**src/rtl/dbg_flag_pkg.sv**
```systemverilog
package dbg_flag_pkg;
  localparam int SRC_W    = 2;
  localparam int BIT_TXC  = 0;
  localparam int BIT_PEN  = 1;
  localparam int SRC_LO   = 2;
  localparam int FLAG_USED = SRC_LO + SRC_W;

  typedef enum logic [SRC_W-1:0] {
    SRC_JTAG = 2'b00,
    SRC_UART = 2'b01,
    SRC_SPI  = 2'b10,
    SRC_RSVD = 2'b11
  } src_e;

  // Merge of a processor copy and a JTAG copy of a control field.
  function automatic logic [SRC_W-1:0] merge_src(input logic [SRC_W-1:0] a,
                                                 input logic [SRC_W-1:0] b);
    return a | b;
  endfunction

  function automatic logic merge_bit(input logic a, input logic b);
    return a | b;
  endfunction

  // Packs the used low part of the flag register.
  function automatic logic [FLAG_USED-1:0] pack_flag(input logic [SRC_W-1:0] src,
                                                     input logic pen,
                                                     input logic txc);
    return {src, pen, txc};
  endfunction
endpackage

```
**src/rtl/dbg_ctl_copies.sv**
```systemverilog
module dbg_ctl_copies
  import dbg_flag_pkg::*;
(
  input  logic             clk,
  input  logic             por_n,
  input  logic             tlr,
  input  logic             flag_wr,
  input  logic [SRC_W-1:0] wr_src,
  input  logic             wr_pen,
  input  logic             jt_upd,
  input  logic [SRC_W-1:0] jt_src,
  input  logic             jt_pen,
  input  logic             rod,
  output logic [SRC_W-1:0] cpu_src_q,
  output logic             cpu_pen_q,
  output logic [SRC_W-1:0] jt_src_q,
  output logic             jt_pen_q
);
  // Named events for the assertions
  logic jsrc_wipe, jsrc_load, jpen_drop, jpen_load;
  assign jsrc_wipe = flag_wr;
  assign jsrc_load = jt_upd & ~flag_wr;
  assign jpen_drop = rod;
  assign jpen_load = jt_upd & ~rod;

  // Processor copies
  always_ff @(posedge clk or negedge por_n) begin
    if (!por_n) begin
      cpu_src_q <= '0;
      cpu_pen_q <= 1'b0;
    end else if (tlr) begin
      cpu_src_q <= '0;
      cpu_pen_q <= 1'b0;
    end else if (flag_wr) begin
      cpu_src_q <= wr_src;
      cpu_pen_q <= wr_pen;
    end
  end

  // JTAG source copy
  always_ff @(posedge clk or negedge por_n) begin
    if (!por_n)         jt_src_q <= '0;
    else if (tlr)       jt_src_q <= '0;
    else if (jsrc_wipe) jt_src_q <= '0;
    else if (jsrc_load) jt_src_q <= jt_src;
  end

  // JTAG enable copy
  always_ff @(posedge clk or negedge por_n) begin
    if (!por_n)         jt_pen_q <= 1'b0;
    else if (tlr)       jt_pen_q <= 1'b0;
    else if (jpen_drop) jt_pen_q <= 1'b0;
    else if (jpen_load) jt_pen_q <= jt_pen;
  end

  p_cpu_wr_wipes_jsrc_r4: assert property (@(posedge clk) disable iff (!por_n)
    flag_wr |=> (jt_src_q == '0));

  p_cpu_wr_loads_copy_r4: assert property (@(posedge clk) disable iff (!por_n)
    (flag_wr && !tlr) |=> (cpu_src_q == $past(wr_src) && cpu_pen_q == $past(wr_pen)));

  p_jt_upd_loads_r5: assert property (@(posedge clk) disable iff (!por_n)
    (jt_upd && !tlr && !flag_wr && !rod) |=>
      (jt_src_q == $past(jt_src) && jt_pen_q == $past(jt_pen)));

  p_rod_drops_jpen_r6: assert property (@(posedge clk) disable iff (!por_n)
    rod |=> !jt_pen_q);

  p_rod_keeps_cpu_pen_r6: assert property (@(posedge clk) disable iff (!por_n)
    (rod && !tlr && !flag_wr) |=> $stable(cpu_pen_q));

  p_tlr_clears_r7: assert property (@(posedge clk) disable iff (!por_n)
    tlr |=> (cpu_src_q == '0 && jt_src_q == '0 && !cpu_pen_q && !jt_pen_q));
endmodule

```
**src/rtl/dbg_xfer_flag.sv**
```systemverilog
module dbg_xfer_flag (
  input  logic clk,
  input  logic por_n,
  input  logic xfer_done,
  input  logic flag_wr,
  input  logic wr_bit,
  output logic txc_q
);
  logic hw_set, sw_load;
  assign hw_set  = xfer_done;
  assign sw_load = flag_wr & ~xfer_done;

  always_ff @(posedge clk or negedge por_n) begin
    if (!por_n)       txc_q <= 1'b0;
    else if (hw_set)  txc_q <= 1'b1;
    else if (sw_load) txc_q <= wr_bit;
  end

  p_hw_set_wins_r9: assert property (@(posedge clk) disable iff (!por_n)
    xfer_done |=> txc_q);

  p_sw_load_r9: assert property (@(posedge clk) disable iff (!por_n)
    (flag_wr && !xfer_done) |=> (txc_q == $past(wr_bit)));

  p_hold_r7: assert property (@(posedge clk) disable iff (!por_n)
    (!flag_wr && !xfer_done) |=> $stable(txc_q));
endmodule

```
**src/rtl/dbg_data_buf.sv**
```systemverilog
module dbg_data_buf #(
  parameter int DATA_W = 8
) (
  input  logic              clk,
  input  logic              por_n,
  input  logic              cpu_ld,
  input  logic [DATA_W-1:0] cpu_d,
  input  logic              jt_ld,
  input  logic [DATA_W-1:0] jt_d,
  output logic [DATA_W-1:0] q
);
  logic cpu_take;
  assign cpu_take = cpu_ld & ~jt_ld;

  always_ff @(posedge clk or negedge por_n) begin
    if (!por_n)        q <= '0;
    else if (jt_ld)    q <= jt_d;
    else if (cpu_take) q <= cpu_d;
  end

  p_jt_ld_prio_r10: assert property (@(posedge clk) disable iff (!por_n)
    jt_ld |=> (q == $past(jt_d)));

  p_cpu_ld_r10: assert property (@(posedge clk) disable iff (!por_n)
    (cpu_ld && !jt_ld) |=> (q == $past(cpu_d)));

  p_buf_hold_r5: assert property (@(posedge clk) disable iff (!por_n)
    (!cpu_ld && !jt_ld) |=> $stable(q));
endmodule

```
**src/rtl/dbg_flag_regs.sv**
```systemverilog
module dbg_flag_regs
  import dbg_flag_pkg::*;
#(
  parameter int DATA_W = 8
) (
  input  logic              clk,
  input  logic              por_n,
  input  logic              tlr,
  input  logic              cpu_sel,
  input  logic              cpu_wr,
  input  logic [DATA_W-1:0] cpu_wdata,
  output logic [DATA_W-1:0] cpu_rdata,
  input  logic              jt_upd,
  input  logic [SRC_W-1:0]  jt_src,
  input  logic              jt_pen,
  input  logic              jt_buf_ld,
  input  logic [DATA_W-1:0] jt_shift,
  input  logic              xfer_done,
  input  logic              rod,
  output logic [DATA_W-1:0] buf_q,
  output logic [SRC_W-1:0]  src_sel,
  output logic              boot_isp
);
  localparam int RSVD_W = DATA_W - FLAG_USED;

  // Decoded events
  logic flag_wr, buf_wr, jt_buf_load;
  assign flag_wr     = cpu_wr & ~cpu_sel;
  assign buf_wr      = cpu_wr &  cpu_sel;
  assign jt_buf_load = jt_upd & jt_buf_ld;

  logic [SRC_W-1:0] cpu_src_q, jt_src_q;
  logic             cpu_pen_q, jt_pen_q, txc_q;

  dbg_ctl_copies u_ctl (
    .clk       (clk),
    .por_n     (por_n),
    .tlr       (tlr),
    .flag_wr   (flag_wr),
    .wr_src    (cpu_wdata[SRC_LO +: SRC_W]),
    .wr_pen    (cpu_wdata[BIT_PEN]),
    .jt_upd    (jt_upd),
    .jt_src    (jt_src),
    .jt_pen    (jt_pen),
    .rod       (rod),
    .cpu_src_q (cpu_src_q),
    .cpu_pen_q (cpu_pen_q),
    .jt_src_q  (jt_src_q),
    .jt_pen_q  (jt_pen_q)
  );

  dbg_xfer_flag u_txc (
    .clk       (clk),
    .por_n     (por_n),
    .xfer_done (xfer_done),
    .flag_wr   (flag_wr),
    .wr_bit    (cpu_wdata[BIT_TXC]),
    .txc_q     (txc_q)
  );

  dbg_data_buf #(.DATA_W(DATA_W)) u_buf (
    .clk    (clk),
    .por_n  (por_n),
    .cpu_ld (buf_wr),
    .cpu_d  (cpu_wdata),
    .jt_ld  (jt_buf_load),
    .jt_d   (jt_shift),
    .q      (buf_q)
  );

  // Merged view
  logic [FLAG_USED-1:0] flag_used;
  logic [DATA_W-1:0]    flag_view;
  assign src_sel   = merge_src(cpu_src_q, jt_src_q);
  assign boot_isp  = merge_bit(cpu_pen_q, jt_pen_q);
  assign flag_used = pack_flag(src_sel, boot_isp, txc_q);

  generate
    if (RSVD_W > 0) begin : g_pad
      assign flag_view = {{RSVD_W{1'b0}}, flag_used};
    end else begin : g_nopad
      assign flag_view = flag_used[DATA_W-1:0];
    end
  endgenerate

  assign cpu_rdata = cpu_sel ? buf_q : flag_view;

  p_buf_wr_keeps_flag_r10: assert property (@(posedge clk) disable iff (!por_n)
    (buf_wr && !tlr && !xfer_done && !jt_upd && !rod) |=> $stable(flag_used));
endmodule

```
**config.mk**
```make
export PLATFORM = sky130hd
export DESIGN_NAME = dbg_flag_regs
export DESIGN_NICKNAME = d
export VERILOG_FILES = /design/src/rtl/dbg_flag_pkg.sv /design/src/rtl/dbg_ctl_copies.sv /design/src/rtl/dbg_xfer_flag.sv /design/src/rtl/dbg_data_buf.sv /design/src/rtl/dbg_flag_regs.sv
export SDC_FILE = /design/constraint.sdc
export NUM_CORES = 1
export LEC_CHECK = 0
export ABC_CLOCK_PERIOD_IN_PS = 900
export BUFFER_PORTS_ARGS = -buffer_cell sky130_fd_sc_hd__buf_2
export CAP_MARGIN = 20
export CORE_UTILIZATION = 37
export DETAILED_ROUTE_END_ITERATION = 10
export PLACE_DENSITY = 0.73
export SLEW_MARGIN = 10
export SYNTH_ARGS = -nofsm -noshare
export SYNTH_HDL_FRONTEND = slang
export SYNTH_SLANG_ARGS = --single-unit
export TNS_END_PERCENT = 30
```
**constraint.sdc**
```tcl
create_clock -name clk -period 0.9 [get_ports clk]
set_input_delay 0.135 -clock clk [delete_from_list [all_inputs] [get_ports clk]]
set_output_delay 0.135 -clock clk [all_outputs]
set_load 0.01 [all_outputs]
```
# Word-level counts from Yosys, hierarchy flattened
# Index checks and enable logic that the tools add are counted.
word_totals:
  word_cells: 40
  inputBits: 28
  regBits: 15
  output_inout_bits: 19
classes:
  n_reduce_logical: 5
  bitwise_logic: 14
  n_mux: 15
op_table:
  columns: ["op", "n"]
  rows:
  - ["$mux 8", 3]
  - ["$mux 2", 5]
  - ["$and 1x1->1", 7]
  - ["$mux 1", 7]
  - ["$reduce_bool 2->1", 3]
  - ["$reduce_bool 3->1", 2]
  - ["$not 1->1", 5]
  - ["$or 2x2->2", 1]
  - ["$or 1x1->1", 1]

# Depth between registers and ports, before layout
# Gate-level depths: netlist of run 1.
logic_depth:
  word_depth: 7
  depth_mapped: 5
  depth_no_buf: 3

# Hierarchy
# Synthesis of run 1 repeated with hierarchy kept, for this count alone.
hier_totals:
  hier_cells: 71
  hier_area_um2: 767.0
by_module_without_submodules:
  columns: ["module", "cells_each", "seq_area_each_um2", "area_each_um2", "instances"]
  rows:
  - ["dbg_data_buf", 34, 200.2, 372.9, 1]
  - ["dbg_ctl_copies", 19, 150.1, 241.5, 1]
  - ["dbg_flag_regs", 15, 0.0, 112.6, 1]
  - ["dbg_xfer_flag", 3, 25.0, 40.0, 1]

# Worst setup path before layout of run 1
# OpenSTA, ideal clock, no wires.
synth_timing:
  path_kind: "register to output"
  startpoint: "register u_ctl.jt_pen_q"
  endpoint: "output port cpu_rdata[1]"
  path_stages_with_launch: 3
  n_path_buf: 0
  path_slack_ps: -205
  t_required_ps: 765
  arrival_time_ps: 970
  cell_sequence: "dfrtp_1 or2_2 mux2_2"
synth_between:
  elab_chain_len: 2
synth_rtl:
  columns: ["element", "line_no", "rtl"]
  rows:
  - ["from (decl)", "dbg_ctl_copies.sv:17", "output logic jt_pen_q"]
  - ["from (signal assigned)", "dbg_ctl_copies.sv:53", "else if (jpen_load) jt_pen_q <= jt_pen;"]
  - ["$or 1x1->1", "dbg_flag_pkg.sv:22", "return a | b;"]
  - ["via boot_isp", "dbg_flag_regs.sv:22", "output logic boot_isp"]
  - ["$mux 8", "dbg_flag_regs.sv:86", "assign cpu_rdata = cpu_sel ? buf_q : flag_view;"]
  - ["to (decl)", "dbg_flag_regs.sv:12", "output logic [DATA_W-1:0] cpu_rdata,"]
# The timed path passes the listed nets, and every way through them passes these cells.

# Final worst setup path of run 1
layout_timing:
  startpoint: "register u_ctl.jt_pen_q"
  endpoint: "output port cpu_rdata[1]"
layout_between:
  elab_chain_len: 2
layout_rtl:
  columns: ["element", "line_no"]
  rows:
  - ["$or 1x1->1", "dbg_flag_pkg.sv:22"]
  - ["$mux 8", "dbg_flag_regs.sv:86"]
# No other way between the ends.

==> results of run 1 <==
[cells by family (layout without fill, tap and decap cells)]
logic type,Yosys count,count (layout)
AOI/OAI and AO/OA,11,11
DFF,15,15
and+or+nand+nor,31,31
muxes,15,15
buffers and inverters,3,65
[where the power goes]
group          total (mW)  internal, mW  switching (mW)
Sequential          0.779         0.737          0.0423
Clock               0.385         0.165           0.220
Combinational       0.582         0.346           0.236
Total                1.75          1.25           0.499
[final timing paths]
path	from	endpoint	slack, ns	cells after the start
setup / recovery	u_ctl.jt_pen_q	cpu_rdata[1]	-0.56	3
hold / removal	xfer_done	u_txc.txc_q	0.04	2
setup reg to reg	u_ctl.jt_pen_q	u_ctl.jt_pen_q	-0.15	5
hold reg to reg	u_txc.txc_q	u_txc.txc_q	0.52	2
max in group asynchronous	por_n	u_txc.txc_q	0.39	2
min in group asynchronous	por_n	u_ctl.jt_src_q[1]	0.26	2
[routing by layer]
metal  track usage  wire length (um)
met1         0.214               786
met5             0                 0
met4        0.0686                12
met2         0.307               993
met3        0.0566               121
[flip-flops by register name, indices dropped and copies added (netlist names)]
signal,count
u_ctl.cpu_pen_q,1
u_ctl.jt_src_q,2
u_txc.txc_q,1
u_ctl.jt_pen_q,1
u_ctl.cpu_src_q,2
u_buf.q,8
[final cells by class]
type / count / area (um^2)
Tap cell: 27 / 33.8
Sequential cell: 15 / 375
Clock inverter: 1 / 5.00
Multi-Input combinational cell: 57 / 392
Timing Repair Buffer: 61 / 422
Clock buffer: 3 / 22.5
Fill cell: 176 / 712
[repair_timing]
action                                 CTS  global route
hold buffers                             2             0
buffers inserted                         1             2
pin swaps                                5             0
endpoints found under the hold margin   16             0
gates resized for setup                 11             6
cloned                                   0             0
setup endpoints to repair               19            21
[cells in the mapped netlist (all sizes together)]
library cell	count	area share
a21oi	3	0.020
and2	5	0.041
buf	3	0.034
dfrtp	15	0.49
mux2	4	0.059
mux2i	11	0.14
nand2	17	0.087
nand2b	1	0.0082
nand3b	1	0.0098
nor2b	1	0.011
nor3	3	0.020
o21ai	8	0.052
or2	3	0.025
==> run metrics, run 1 <==
drt total wl=~1900 um; Die Wd=47.5 um; final core utilization=0.637; pre-CTS WS=-0.243 ns; fmax=686 MHz; Synth Instances=75; clock root cell=clkbuf_4; H-tree Lvls=1; Post-Syn Nets=approximately 100; vias in the first global route=664; largest net degree at the start of global routing=16; initial antenna violation count=0; HPWL after detailed placement=roughly 1400 um; register area share after synthesis=0.490; first-pass GRT wire length=2740 um; proportion of synthesized area in mux cells=0.203; Reg clk slew, reported paths=0.09 ns; Final Setup Violations=20; P&R area growth vs syn=63.2%; Synth Area in Adders=0; Synth Area in Compound Gates=0.0719; worst vdd ir=0.000705 V; I/O pin count=47; core area=0.00196 mm^2; final worst-path cycle share=1.62; Synth Warn #=0; Crit Path Class=reg2out; global route total overflow=0; Largest stage delay, worst path=0.40 ns; DP Cell Count=between 150 and 200; RSZ-0062 raised after global routing=true; crit path time final=1.46 ns; fin area=0.00125 mm^2; leakage=roughly 0.69 nW; CP required=0.76 ns; Clock Latency Late Sink=0.28 ns; Synth Area in Simple Gates=0.201; hold slack final=between 0.04 and 0.05 ns; Slew HR=0.779; Tot GR Track Use=0.181; commonest cells after routing, fill and taps aside=buf_2, nand2_1, dfrtp_1; most common cell after layout, fill and taps aside=buf_2; xor/xnor share of the synthesized area=0; Initial DRC Count=7; # nets final=166; outcome=complete, but fails checks; Cell Area, Placed=between 0.001 and 0.0015 mm^2; max-cap violations=0; setup_tns=-4.40 ns; final clock skew=0 ns; Critical Path Source Type=register; CTS tree=built; Clock Sinks=15; clk buf depth=2; via/cell ratio=~4.6; wire length per cell=11.7 um; final-report hold violation count=0; num rows=16; GPL Wtd Cong=between 0.7 and 0.8; number of port buffers=46; Bufs and invs on worst path=1; synthesized area=~770 um^2; top cell family by delay on the critical path=flip-flops; routed vias=761; CTS Buf Count=3; largest family of logic cells by synthesized area=multiplexers; final count of pins violating max slew=0; Starting Density=0.390; total chip power=about 1.7 mW; CP Max Fanout=2; failing checks=setup timing; Pwr Density=1400 mW/mm^2; Netlist cell types=17; critical path's slowest cell=dfrtp_1; CP endpoint kind=primary output; Synth Area per Inst=10.2 um^2; final worst setup slack=-0.557 ns; Die Span Y=between 40 and 50 um; diodes inserted=0; antenna-violating nets left=0; worst min path class=in2reg; Synth Register Bits=15; total die area=0.00226 mm^2; DRC=0; Non-Filler Instances=approximately 160; layout cell share with drive strength beyond 1=0.540; worst slew pin tran=between 0.3 and 0.4 ns; crit-path cells=or2_4 -> mux2_4 -> buf_6; Critical Path AT=1.32 ns; TritonRoute pass-1 iters=4
Power figures use the tool's default switching activity.
==> inputs of run 2 (changes only) <==
- ABC_CLOCK_PERIOD_IN_PS: 900 -> 1400
- CORE_MARGIN: default -> 2
- CORE_UTILIZATION: 37 -> 41
- PLACE_DENSITY: 0.73 -> 0.77
- clock period: 0.9 -> 1.4 ns (I/O delays scaled with it)
==> run 2 against run 1 <==
- the run still ends with setup timing left
- core utilization fell by 0.41 points
- sequential cell count did not move
- combinational power fell by 48%
- clock skew did not move
- non-clock buffer count fell by 10
- first-iteration DRC count rose by 86%
- clock-buffer cell count rose by 1
- sequential share of layout area rose by 3.9 points
- clock power fell by 37%
- largest cell class is now multi-input gates
==> run metrics, run 2 (synthesized netlist as in run 1, its figures left out) <==
Die Span Y=47.2 um (was 47.5 um); setup_tns=-0.356 ns (was -4.40 ns); final core utilization=0.633 (was 0.637); Critical Path Source Type=register (unchanged); fin area=0.00110 mm^2 (was 0.00125 mm^2); critical path's slowest cell=dfrtp_1 (unchanged); commonest cells after routing, fill and taps aside=buf_2, nand2_1, dfrtp_1 (unchanged); Most flops, register=u_buf.q (unchanged); sw power=0.303 mW (was 0.499 mW); wire length per cell=13.4 um (was 11.7 um); drt total wl=2040 um (was 1910 um); Internal Pwr Total=0.742 mW (was 1.25 mW); total die area=0.00223 mm^2 (was 0.00226 mm^2); fmax=around 660 MHz; Slew HR=0.771 (was 0.779); leakage=0.611 nW (was 0.687 nW); Clock Latency Late Sink=0.28 ns (about the same); Hold Crit Depth=2 (unchanged); fillers=158 (was 176); max reg flops=8 (unchanged); largest registers=u_buf.q (8), u_ctl.cpu_src_q (2), u_ctl.jt_src_q (2) (unchanged); final-report hold violation count=0 (unchanged); failing checks=setup timing (unchanged); I/O pin count=47 (unchanged); CP endpoint kind=primary output (unchanged); num rows=15 (was 16); hold slack final=0.0852 ns (was 0.0439 ns); Initial DRC Count=13 (was 7); top cell family by delay on the critical path=flip-flops (unchanged); Logic pwr share=0.288 (was 0.333); storage element area=375 um^2 (unchanged); CP Depth=3 (unchanged); CP Max Fanout=2 (unchanged); core area=0.00175 mm^2 (was 0.00196 mm^2); routed vias=740 (was 761); Flop pwr share=0.479 (was 0.446); worst vdd ir=0.000599 V (was 0.000705 V); Bufs and invs on worst path=1 (unchanged); layout cell share with drive strength beyond 1=0.488 (was 0.540); vias in the first global route=754 (was 664); reg2reg path depth=4 (was 5); via/cell ratio=4.87 (was 4.64); number of port buffers=46 (unchanged); clock root cell=clkbuf_4 (unchanged); switching share of power=0.290 (was 0.286); most common cell after layout, fill and taps aside=buf_2 (unchanged); P&R area growth vs syn=44.3% (was 63.2%); TritonRoute pass-1 iters=4 (unchanged); DRC=0 (unchanged); total chip power=1.05 mW (was 1.75 mW); Reg clk slew, reported paths=0.09 ns (about the same); footprint of the multi-input gates=383 um^2 (was 392 um^2); Final Setup Violations=3 (was 20); diodes inserted=0 (unchanged); RSZ-0062 raised after global routing=true (unchanged); Critical Path AT=1.32 ns (about the same); # nets final=156 (was 166); clk buf depth=2 (unchanged); Largest stage delay, worst path=0.40 ns (about the same); crit-path cells=or2_4 -> mux2_4 -> buf_6 (unchanged); clock power share=0.233 (was 0.221); antenna-violating nets left=0 (unchanged); Pwr Density=946 mW/mm^2 (was 1400 mW/mm^2); max-cap violations=0 (unchanged); final worst setup slack=-0.126 ns (was -0.557 ns); Tot GR Track Use=0.209 (was 0.181); final count of pins violating max slew=0 (unchanged); global route total overflow=0 (unchanged); CTS tree=built (unchanged); Cell Area, Placed=0.00101 mm^2 (was 0.00110 mm^2); initial antenna violation count=0 (unchanged); Clock Sinks=15 (unchanged); HPWL after detailed placement=1510 um (was 1420 um); crit path time final=1.53 ns; final clock skew=0 ns (unchanged); CTS Buf Count=3 (unchanged); GPL Wtd Cong=0.775 (was 0.746); CP required=1.19 ns (was 0.76 ns); worst min path class=in2reg (unchanged); worst slew pin tran=0.343 ns (was 0.331 ns); H-tree Lvls=1 (unchanged); first-pass GRT wire length=3220 um (was 2740 um); Crit Path Class=reg2out (unchanged); Starting Density=0.439 (was 0.390); final worst-path cycle share=1.09; largest net degree at the start of global routing=17 (was 16); outcome=complete, but fails checks (unchanged); Die Wd=47.2 um (was 47.5 um)
run 2: cell count changes in the layout (fill, tap and decap cells not counted), moves of 2 or more:
| cell | before | now |
|---|---|---|
| and2_1 | 2 | 4 |
| and2_4 | 2 | 0 |
| buf_2 | 36 | 43 |
| buf_4 | 10 | 4 |
| buf_6 | 13 | 3 |
run 2: through the flow:
| stage | setup slack [ns] | instances |
|---|---|---|
| floorplan | 0.220 | 75 |
| global placement | 0.153 | 144 |
| detailed placement | 0.140 | 144 |
| CTS | -0.125 | 150 |
| global route | -0.158 | 152 |
| finish | -0.126 | 152 |
run 2: layer usage:
metal  GRT usage  part of all wire
met5           0                 0
met4       0.128             0.019
met3      0.0115             0.041
met2       0.392              0.52
met1       0.228              0.42
run 2: final timing paths:
check / start / slack [ns] / to
max in group asynchronous: por_n / 0.79 / u_ctl.cpu_src_q[0]
worst max-delay path: u_ctl.cpu_src_q[1] / -0.13 / cpu_rdata[3]
min in group asynchronous: por_n / 0.36 / u_buf.q[5]
worst min register to register: u_txc.txc_q / 0.52 / u_txc.txc_q
worst max register to register: u_ctl.cpu_pen_q / 0.54 / u_ctl.cpu_pen_q
worst min-delay path: rod / 0.09 / u_ctl.jt_pen_q
run 2: cell type report:
type	count	area share
timing repair buffer	51	0.262
tap	25	0.0283
sequential	15	0.340
clock buffer	4	0.0238
multi-input combinational	57	0.347
run 2: repair_timing:
item / in CTS / in global routing
hold buffers: 1 / 0
gates resized for setup: 9 / 0
hold endpoints to repair: 15 / 0
cloned: 0 / 0
pin swaps: 1 / 0
endpoints found under the setup margin: 3 / 3
buffers inserted: 1 / 2
run 2: power groups by stage:
stage	sequential, mW	clock [mW]	combinational (mW)
after global placement	0.504	0	0.261
after global routing	0.506	0.262	0.330
final	0.500	0.244	0.301
after CTS	0.500	0.254	0.300
after floorplan	0.521	0	0.123
after detailed placement	0.508	0	0.266
